<file path="src/rtl/wdc_pkg.sv">
package wdc_pkg;
    typedef enum logic [2:0] {
        S_IDLE,
        S_ADDR,
        S_INSTR,
        S_DATA,
        S_DRAIN
    } dec_state_t;

    localparam logic [4:0] INSTR_FIXED = 5'b01000;
endpackage

</file>
<file path="src/rtl/wdc_decoder.sv">
module wdc_decoder
    import wdc_pkg::*;
#(
    parameter logic [7:0] TARGET_ADDR = 8'hAE
) (
    input  logic       clk,
    input  logic       rst_n,
    input  logic       start_i,
    input  logic       stop_i,
    input  logic       byte_vld_i,
    input  logic [7:0] byte_i,
    input  logic       wel_i,
    output logic       ack_vld_o,
    output logic       ack_o,
    output logic       wr_en_o,
    output logic       wr_sel_o,
    output logic       wr_nv_o,
    output logic [7:0] wr_data_o
);
    dec_state_t state_q, state_d;
    logic       sel_q, nv_q;
    logic       take_byte, addr_hit, instr_ok, byte_ack;

    assign take_byte = byte_vld_i && !start_i && !stop_i;
    assign addr_hit  = (byte_i == TARGET_ADDR);
    assign instr_ok  = (byte_i[6:2] == INSTR_FIXED) && !byte_i[1];

    // state register
    always_ff @(posedge clk or negedge rst_n) begin
        if (!rst_n) begin
            state_q <= S_IDLE;
            sel_q   <= 1'b0;
            nv_q    <= 1'b0;
        end else begin
            state_q <= state_d;
            if (take_byte && state_q == S_INSTR && instr_ok) begin
                sel_q <= byte_i[0];
                nv_q  <= byte_i[7];
            end
        end
    end

    // next state
    always_comb begin
        state_d = state_q;
        if (start_i) begin
            state_d = S_ADDR;
        end else if (stop_i) begin
            state_d = S_IDLE;
        end else if (byte_vld_i) begin
            unique case (state_q)
                S_IDLE:  state_d = S_IDLE;
                S_ADDR:  state_d = addr_hit ? S_INSTR : S_DRAIN;
                S_INSTR: state_d = instr_ok ? S_DATA : S_DRAIN;
                S_DATA:  state_d = S_DRAIN;
                S_DRAIN: state_d = S_DRAIN;
                default: state_d = S_IDLE;
            endcase
        end
    end

    always_comb begin
        byte_ack = 1'b0;
        if (take_byte) begin
            unique case (state_q)
                S_ADDR:  byte_ack = addr_hit;
                S_INSTR: byte_ack = instr_ok;
                S_DATA:  byte_ack = wel_i;
                default: byte_ack = 1'b0;
            endcase
        end
    end

    assign wr_en_o   = take_byte && (state_q == S_DATA) && wel_i;
    assign wr_sel_o  = sel_q;
    assign wr_nv_o   = nv_q;
    assign wr_data_o = byte_i;

    // outputs
    always_ff @(posedge clk or negedge rst_n) begin
        if (!rst_n) begin
            ack_vld_o <= 1'b0;
            ack_o     <= 1'b0;
        end else begin
            ack_vld_o <= byte_vld_i;
            ack_o     <= byte_ack;
        end
    end

    p_ack_follows_strobe_r10: assert property (@(posedge clk) disable iff (!rst_n)
        byte_vld_i |=> ack_vld_o);
    p_ack_only_when_valid_r10: assert property (@(posedge clk) disable iff (!rst_n)
        ack_o |-> ack_vld_o);
    p_bad_addr_drains_r1: assert property (@(posedge clk) disable iff (!rst_n)
        (take_byte && state_q == S_ADDR && !addr_hit) |=> (state_q == S_DRAIN) && !ack_o);
    p_drain_refuses_r1: assert property (@(posedge clk) disable iff (!rst_n)
        (state_q == S_DRAIN) |-> !wr_en_o);
    p_reserved_sel_r2: assert property (@(posedge clk) disable iff (!rst_n)
        (take_byte && state_q == S_INSTR && byte_i[1]) |=> (ack_vld_o && !ack_o));
    p_stop_aborts_r9: assert property (@(posedge clk) disable iff (!rst_n)
        (stop_i && !start_i) |=> (state_q == S_IDLE));
    p_start_restarts_r9: assert property (@(posedge clk) disable iff (!rst_n)
        start_i |=> (state_q == S_ADDR));
endmodule

</file>
<file path="src/rtl/wdc_wiper_reg.sv">
module wdc_wiper_reg #(
    parameter int TAPS = 100,
    localparam int W   = $clog2(TAPS)
) (
    input  logic         clk,
    input  logic         rst_n,
    input  logic         wr_en_i,
    input  logic         wr_nv_i,
    input  logic [7:0]   wr_data_i,
    input  logic         recall_i,
    output logic [W-1:0] wiper_o
);
    localparam logic [7:0] TOP = 8'(TAPS - 1);

    logic [W-1:0] shadow_q, wiper_q, clamped;

    assign clamped = (wr_data_i >= TOP) ? TOP[W-1:0] : wr_data_i[W-1:0];

    always_ff @(posedge clk or negedge rst_n) begin
        if (!rst_n) begin
            wiper_q  <= '0;
            shadow_q <= '0;
        end else if (recall_i) begin
            wiper_q <= shadow_q;
        end else if (wr_en_i) begin
            wiper_q <= clamped;
            if (wr_nv_i) begin
                shadow_q <= clamped;
            end
        end
    end

    assign wiper_o = wiper_q;

    p_in_range_r6: assert property (@(posedge clk) disable iff (!rst_n)
        {{(8-W){1'b0}}, wiper_q} <= TOP);
    p_volatile_keeps_shadow_r4: assert property (@(posedge clk) disable iff (!rst_n)
        (wr_en_i && !wr_nv_i) |=> $stable(shadow_q));
    p_nv_sets_both_r5: assert property (@(posedge clk) disable iff (!rst_n)
        (wr_en_i && wr_nv_i && !recall_i) |=> (shadow_q == wiper_q));
    p_recall_loads_r8: assert property (@(posedge clk) disable iff (!rst_n)
        recall_i |=> (wiper_q == $past(shadow_q)));
endmodule

</file>
<file path="src/rtl/wiper_write_ctrl.sv">
module wiper_write_ctrl #(
    parameter logic [7:0] TARGET_ADDR = 8'hAE,
    parameter int         TAPS1       = 100,
    parameter int         TAPS2       = 256,
    localparam int        W1          = $clog2(TAPS1),
    localparam int        W2          = $clog2(TAPS2)
) (
    input  logic          clk,
    input  logic          rst_n,
    input  logic          start_i,
    input  logic          stop_i,
    input  logic          byte_vld_i,
    input  logic [7:0]    byte_i,
    input  logic          recall_i,
    input  logic          wel_set_i,
    input  logic          wel_clr_i,
    output logic          ack_vld_o,
    output logic          ack_o,
    output logic [W1-1:0] wiper1_o,
    output logic [W2-1:0] wiper2_o
);
    logic       wel_q;
    logic       wr_en, wr_sel, wr_nv;
    logic [7:0] wr_data;

    always_ff @(posedge clk or negedge rst_n) begin
        if (!rst_n)         wel_q <= 1'b0;
        else if (wel_set_i) wel_q <= 1'b1;
        else if (wel_clr_i) wel_q <= 1'b0;
    end

    wdc_decoder #(.TARGET_ADDR(TARGET_ADDR)) u_dec (
        .clk        (clk),
        .rst_n      (rst_n),
        .start_i    (start_i),
        .stop_i     (stop_i),
        .byte_vld_i (byte_vld_i),
        .byte_i     (byte_i),
        .wel_i      (wel_q),
        .ack_vld_o  (ack_vld_o),
        .ack_o      (ack_o),
        .wr_en_o    (wr_en),
        .wr_sel_o   (wr_sel),
        .wr_nv_o    (wr_nv),
        .wr_data_o  (wr_data)
    );

    wdc_wiper_reg #(.TAPS(TAPS1)) u_pot1 (
        .clk       (clk),
        .rst_n     (rst_n),
        .wr_en_i   (wr_en && !wr_sel),
        .wr_nv_i   (wr_nv),
        .wr_data_i (wr_data),
        .recall_i  (recall_i),
        .wiper_o   (wiper1_o)
    );

    wdc_wiper_reg #(.TAPS(TAPS2)) u_pot2 (
        .clk       (clk),
        .rst_n     (rst_n),
        .wr_en_i   (wr_en && wr_sel),
        .wr_nv_i   (wr_nv),
        .wr_data_i (wr_data),
        .recall_i  (recall_i),
        .wiper_o   (wiper2_o)
    );

    p_write_needs_latch_r7: assert property (@(posedge clk) disable iff (!rst_n)
        (!wel_q && !recall_i) |=> ($stable(wiper1_o) && $stable(wiper2_o)));
endmodule

</file>
<file path="config.mk">
export PLATFORM = sky130hd
export DESIGN_NAME = wiper_write_ctrl
export DESIGN_NICKNAME = d
export VERILOG_FILES = /design/src/rtl/wdc_pkg.sv /design/src/rtl/wdc_decoder.sv /design/src/rtl/wdc_wiper_reg.sv /design/src/rtl/wiper_write_ctrl.sv
export SDC_FILE = /design/constraint.sdc
export NUM_CORES = 1
export LEC_CHECK = 0
export ABC_AREA = 1
export BUFFER_PORTS_ARGS = -buffer_cell sky130_fd_sc_hd__buf_2
export CAP_MARGIN = 15
export CORE_ASPECT_RATIO = 0.5
export CORE_MARGIN = 2
export CORE_UTILIZATION = 45
export CTS_CLUSTER_DIAMETER = 60
export DETAILED_ROUTE_END_ITERATION = 10
export MAX_ROUTING_LAYER = met4
export PLACE_DENSITY = 0.69
export SLEW_MARGIN = 30
export SYNTH_ARGS = -nofsm -noshare
export SYNTH_HDL_FRONTEND = slang
export SYNTH_SLANG_ARGS = --single-unit
</file>
<file path="constraint.sdc">
create_clock -name clk -period 1.7 [get_ports clk]
set_clock_uncertainty 0.2 [all_clocks]
set_input_delay 0.34 -clock clk [delete_from_list [all_inputs] [get_ports clk]]
set_output_delay 0.34 -clock clk [all_outputs]
set_load 0.01 [all_outputs]
</file>
==> After elaboration in Yosys (flattened, before gate mapping) <==
Cells that the tools add are included.
{ "word_totals": {"reg_bits": 38, "input_bits": 16, "wordCells": 55} }
{ "classes": {"n_lt_le_gt_ge": 2, "eq_ne": 6, "mux": 16, "bitwise": 1, "reduce_logical": 20} }
{ "ops": {"columns": ["operator", "n"], "rows": [
  ["$mux 8", 3],
  ["$mux 7", 3],
  ["$mux 3", 5],
  ["$logic_and 1x1->1", 9],
  ["$pmux 3 s3", 1],
  ["$eq 8x8->1 const B", 1],
  ["$ge 8x7->1 const B", 1],
  ["$ge 8x8->1 const B", 1],
  ["$eq 3x2->1 const B", 2],
  ["$reduce_and 3->1", 2],
  ["$reduce_bool 2->1", 3],
  ["$eq 5x4->1 const B", 1],
  ["$logic_not 1->1", 4],
  ["$eq 3x1->1 const B", 1],
  ["$eq 3x3->1 const B", 1],
  ["$mux 1", 3],
  ["$pmux 1 s3", 1],
  ["$reduce_bool 3->1", 1],
  ["$reduce_or 2->1", 1],
  ["$not 1->1", 1]
]} }

==> Logic depth before layout (Yosys ltp) <==
{ "logic_depth": {"word_depth": 8, "ltp_mapped": 9} }

==> Cells and area by module <==
A second synthesis with hierarchy kept.
{ "hier_totals": {"cells_unflattened": 241, "hier_area_um2": 1961.9} }
{ "modules_own_cells": {"columns": ["mod", "n_inst", "cells_each", "area_each_um2"], "rows": [
  ["wdc_wiper_reg (u_pot2)", 1, 80, 743.2],
  ["wdc_wiper_reg (u_pot1)", 1, 77, 659.4],
  ["wdc_decoder", 1, 75, 501.7],
  ["wiper_write_ctrl", 1, 9, 57.6]
]} }

==> Least setup slack after synthesis <==
Ideal clock, no wire load.
{ "synth_path": {"kind": "flip-flop to flip-flop", "startpoint": "register u_dec.state_q[2]", "endpoint": "register u_pot2.shadow_q[4]", "setup_time_ps": 120, "t_arrival_ps": 1252, "t_required_ps": 1380, "setup_slack_ps": 128, "stages_incl_launch_ff": 10, "n_path_buf": 1, "synth_period_minus_slack_ps": 1572, "path_cell_list": "dfrtp_1 -> inv_1 -> nand2_1 -> nor2_4 -> nand3_4 -> clkinv_2 -> nand2_4 -> buf_6 -> nand2_2 -> o21ai_2"} }
{ "synth_via": {"elab_chain_cells": 5} }
{ "synth_rtl": {"columns": ["element", "line_no", "source"], "rows": [
  ["from (decl)", "wdc_decoder.sv:20", "dec_state_t state_q, state_d;"],
  ["from (signal assigned)", "wdc_decoder.sv:35", "state_q <= state_d;"],
  ["$eq 3x2->1", "wdc_decoder.sv:74", "assign wr_en_o = take_byte && (state_q == S_DATA) && wel_i;"],
  ["$logic_and 1x1->1 (2 in a row)", "wdc_decoder.sv:74", null],
  ["$logic_and 1x1->1", "wiper_write_ctrl.sv:61", ".wr_en_i (wr_en && wr_sel),"],
  ["$reduce_and 3->1 (no line)", null, null],
  ["to (signal assigned)", "wdc_wiper_reg.sv:28", "shadow_q <= clamped;"],
  ["to (decl)", "wdc_wiper_reg.sv:15", "logic [W-1:0] shadow_q, wiper_q, clamped;"]
]} }
No other way between the ends.
A chain may end at the register's enable or synchronous reset.

==> Worst setup path after layout <==
{ "layout_path": {"startpoint": "register u_dec.state_q[2]", "endpoint": "register u_pot1.shadow_q[4]"} }
{ "layout_via": {"elab_chain_cells": 5} }
{ "layout_rtl": {"columns": ["element", "line_no", "source"], "rows": [
  ["$eq 3x2->1", "wdc_decoder.sv:74", null],
  ["$logic_and 1x1->1 (2 in a row)", "wdc_decoder.sv:74", null],
  ["$logic_and 1x1->1", "wiper_write_ctrl.sv:51", ".wr_en_i (wr_en && !wr_sel),"],
  ["$reduce_and 3->1 (no line)", null, null],
  ["to (signal assigned)", "wdc_wiper_reg.sv:28", null],
  ["to (decl)", "wdc_wiper_reg.sv:15", null]
]} }
No other way between the ends.

==> flow_summary.ini <==
[drt]
vias_per_cell = 5.04
routed-via-count = 1700
routed_wirelength_um = 4250
drt.antenna.violating_nets = 0
detailedRoute.firstPassIterationCount = 4
drt-wirelength-per-cell_um = 12.6
drtIter0Drc = 118
drc = 0

[die]
core_um2 = 3960
die_height_um = 49.7
initial_utilization = 0.474
top_level_ports = 33
num_rows = 16
floorplan.die_area_um2 = 4740
floorplan.die.width_um = 95.4

[logic_synthesis]
post-synth-top-area-cell = dfrtp_1
mappedNetlistArea_um2 = 1880
post-synth-top-area-fraction = 0.506
share_of_synthesized_area_occupied_by_flip_flops_and_latches = 0.506
synthesis.instances = 236
synthArstFlopShare = 1.00
synthesis.nets = 252
register_bit_total_from_synthesis = 38
synth-edff-count = 0
ys_warn_count = 0
ys_dominant_reg_cell = dfrtp_1
syn_area_per_cell_um2 = 7.96
synth_top_cells_by_area = dfrtp_1 (51%), nand2_1 (18%), nand3_1 (8.8%), inv_1 (3.6%), o21ai_0 (3.5%)
synth_cell_types = 25

[place]
dpl_cell_area_um2 = 2160
final_gp_congestion = 0.914
detailedPlacementHpwl_um = 3070
place_inst = 326
portBuffers = 32

[global_routing]
grt_start_max_net_pins = 39
track_usage = 0.206
number_of_antenna_violations_at_the_first_check_in_global_routing = 0
grt_overflow = 0
first_global_vias = 1560
grt_first_pass_wirelength_um = 7250

[worst_setup_path]
crit_slowest_cell = dfrtp_1
cp_delay_by_family_top = simple AND/OR/NAND/NOR gates
critPathArrivalTime_ns = 1.62
critical_path_peak_fanout = 10
crit_path_start_kind = flip-flop
max_stage_delay_ns = 0.40
timing.critical_path.cells = inv_2 > nand2_2 > nor2_4 > nand4_2 > inv_2 > nand2_1 > nand2_1
crit_buf_inv = 2
required_ns = 1.73
timing.setup.critical_path_class = reg2reg
timing.critical_path.to_type = flip-flop

[power_and_ir_drop]
vdd_ir_drop_max_v = 0.000423
total_power_uw = 2030
leakage_uw = 0.00128
p_per_area_nw_per_um2 = 858

[layout]
diodes = 0
areaGrowthSynthToFinish_pct = 25.9
final_core_util = 0.597
final_layout_size_suffix_gt1_frac = 0.254
stdcell_count = 337
fin_area_um2 = 2370
design.final.nets = 298

[timing]
tightestPinTransition_ns = 0.481
final-hold-violation-count = 0
portion_of_the_clock_cycle_consumed_by_the_worst_path_in_the_final_layout = 0.934
timing.max_slew.rel_slack = 0.679
finalCriticalPeriod_ns = 1.59
final.setup.tns_ns = 0
max_clock_freq_mhz = 630
timing_max_transition_violations_final = 0
timing.final.setup_violations = 0
unrepaired_setup_endpoints_after_global_routing = true

[clocking]
clock_insertion_delay_worst_skew_ns = 0.29
cts_buf_count = 5
cts_num_sinks = 38
cts.clk_slew.worst_paths_ns = 0.08
tritoncts = yes
clock_tree.htree_level_count = 2
buffer_levels_on_the_longest_clock_path = 2
cts_root_buf = clkbuf_8

[worst_hold_path]
holdCritPathClass = in2reg

[run]
timing.max_cap.violations = 0

[status]
result_of_the_run = complete, no violations
where the power goes:
group,total (uW),switching (uW),leakage (uW),internal [uW]
Sequential,931,10.0,0.000515,921
Clock,924,336,0.0000683,588
Combinational,176,114,0.000692,61.3
stage by stage:
stage / hold WS (ns) / setup slack, ns
2_1_floorplan: -0.156 / 0.128
6_report: 0.0261 / 0.112
5_1_grt: 0.0255 / -0.00397
3_3_place_gp: 0.214 / 0.0192
4_1_cts: 0.0194 / 0.00341
3_5_place_dp: 0.221 / -0.00221
layout by cell type, fill, tap and decap left out, types with 3 or more instances in the layout:
| cell type | instances |
|---|---|
| nand2_1 | 90 |
| buf_2 | 32 |
| buf_4 | 9 |
| nand2_2 | 4 |
| nand3_1 | 33 |
| inv_1 | 17 |
| o21ai_2 | 7 |
| dfrtp_1 | 38 |
| nor2_1 | 11 |
| o21ai_0 | 13 |
| nor2_4 | 3 |
| clkbuf_8 | 5 |
logic make-up (layout without fill, tap and decap cells):
family                 Yosys count  count (layout)  synth area share
buffers and inverters           26              73            0.0572
AND/OR/NAND/NOR                148             148             0.354
flip-flops                      38              38             0.506
AO/OA/AOI/OAI                   24              24            0.0832
routing by layer:
| layer | global-route usage | part of all wire | routed length [um] | vias to the layer above |
|---|---|---|---|---|
| met4 | 0.0524 | 0.0028 | 12 | 0 |
| met5 | - | 0 | 0 | - |
| met1 | 0.293 | 0.48 | 2020 | 790 |
| met2 | 0.290 | 0.45 | 1910 | 54 |
| met3 | 0.0612 | 0.071 | 303 | 2 |
| li1 | - | - | - | 854 |
registers in the layout (all words and copies together), names as in the netlist:
name / flops
u_pot2.wiper_o: 8
u_dec.wr_sel_o: 1
u_pot1.wiper_o: 7
wel_q: 1
u_dec.ack_vld_o: 1
u_pot2.shadow_q: 8
u_pot1.shadow_q: 7
u_dec.state_q: 3
u_dec.wr_nv_o: 1
u_dec.ack_o: 1
synthesized netlist by cell type (2+ instances only):
cell	instances
nand2_1	91
dfrtp_1	38
nand3_1	33
inv_1	18
o21ai_0	13
nor2_1	11
o21ai_2	7
clkbuf_1	4
nand2_2	3
nor2_4	2
nor3_1	2
worst paths after layout:
check                              startpoint                  to  slack (ns)  cells after the start
hold reg to reg            u_pot2.shadow_q[5]  u_pot2.shadow_q[5]        0.29                      2
hold / removal                      wel_clr_i               wel_q        0.03                      2
setup / recovery             u_dec.state_q[2]  u_pot1.shadow_q[4]        0.11                      7
setup reg to reg             u_dec.state_q[2]  u_pot1.shadow_q[4]        0.11                      7
max in group asynchronous               rst_n   u_pot2.wiper_o[1]        0.54                      3
min in group asynchronous               rst_n  u_pot2.shadow_q[6]        0.42                      3
final cells by class:
| type | instances | area (um2) |
|---|---|---|
| Tap cell | 54 | 67.6 |
| Clock inverter | 3 | 68.8 |
| Timing Repair Buffer | 45 | 288 |
| Sequential cell | 38 | 951 |
| Fill cell | 373 | 1600 |
| Inverter | 20 | 77.6 |
| Multi-Input combinational cell | 172 | 845 |
| Clock buffer | 5 | 68.8 |
what timing repair did:
item / 4_1_cts / 5_1_grt
hold buffers: 2 / 0
setup endpoints to repair: 0 / 22
buffers inserted: 0 / 1
resized for setup: 0 / 6
hold endpoints to repair: 39 / 0
(Power assumes the default switching activity.)
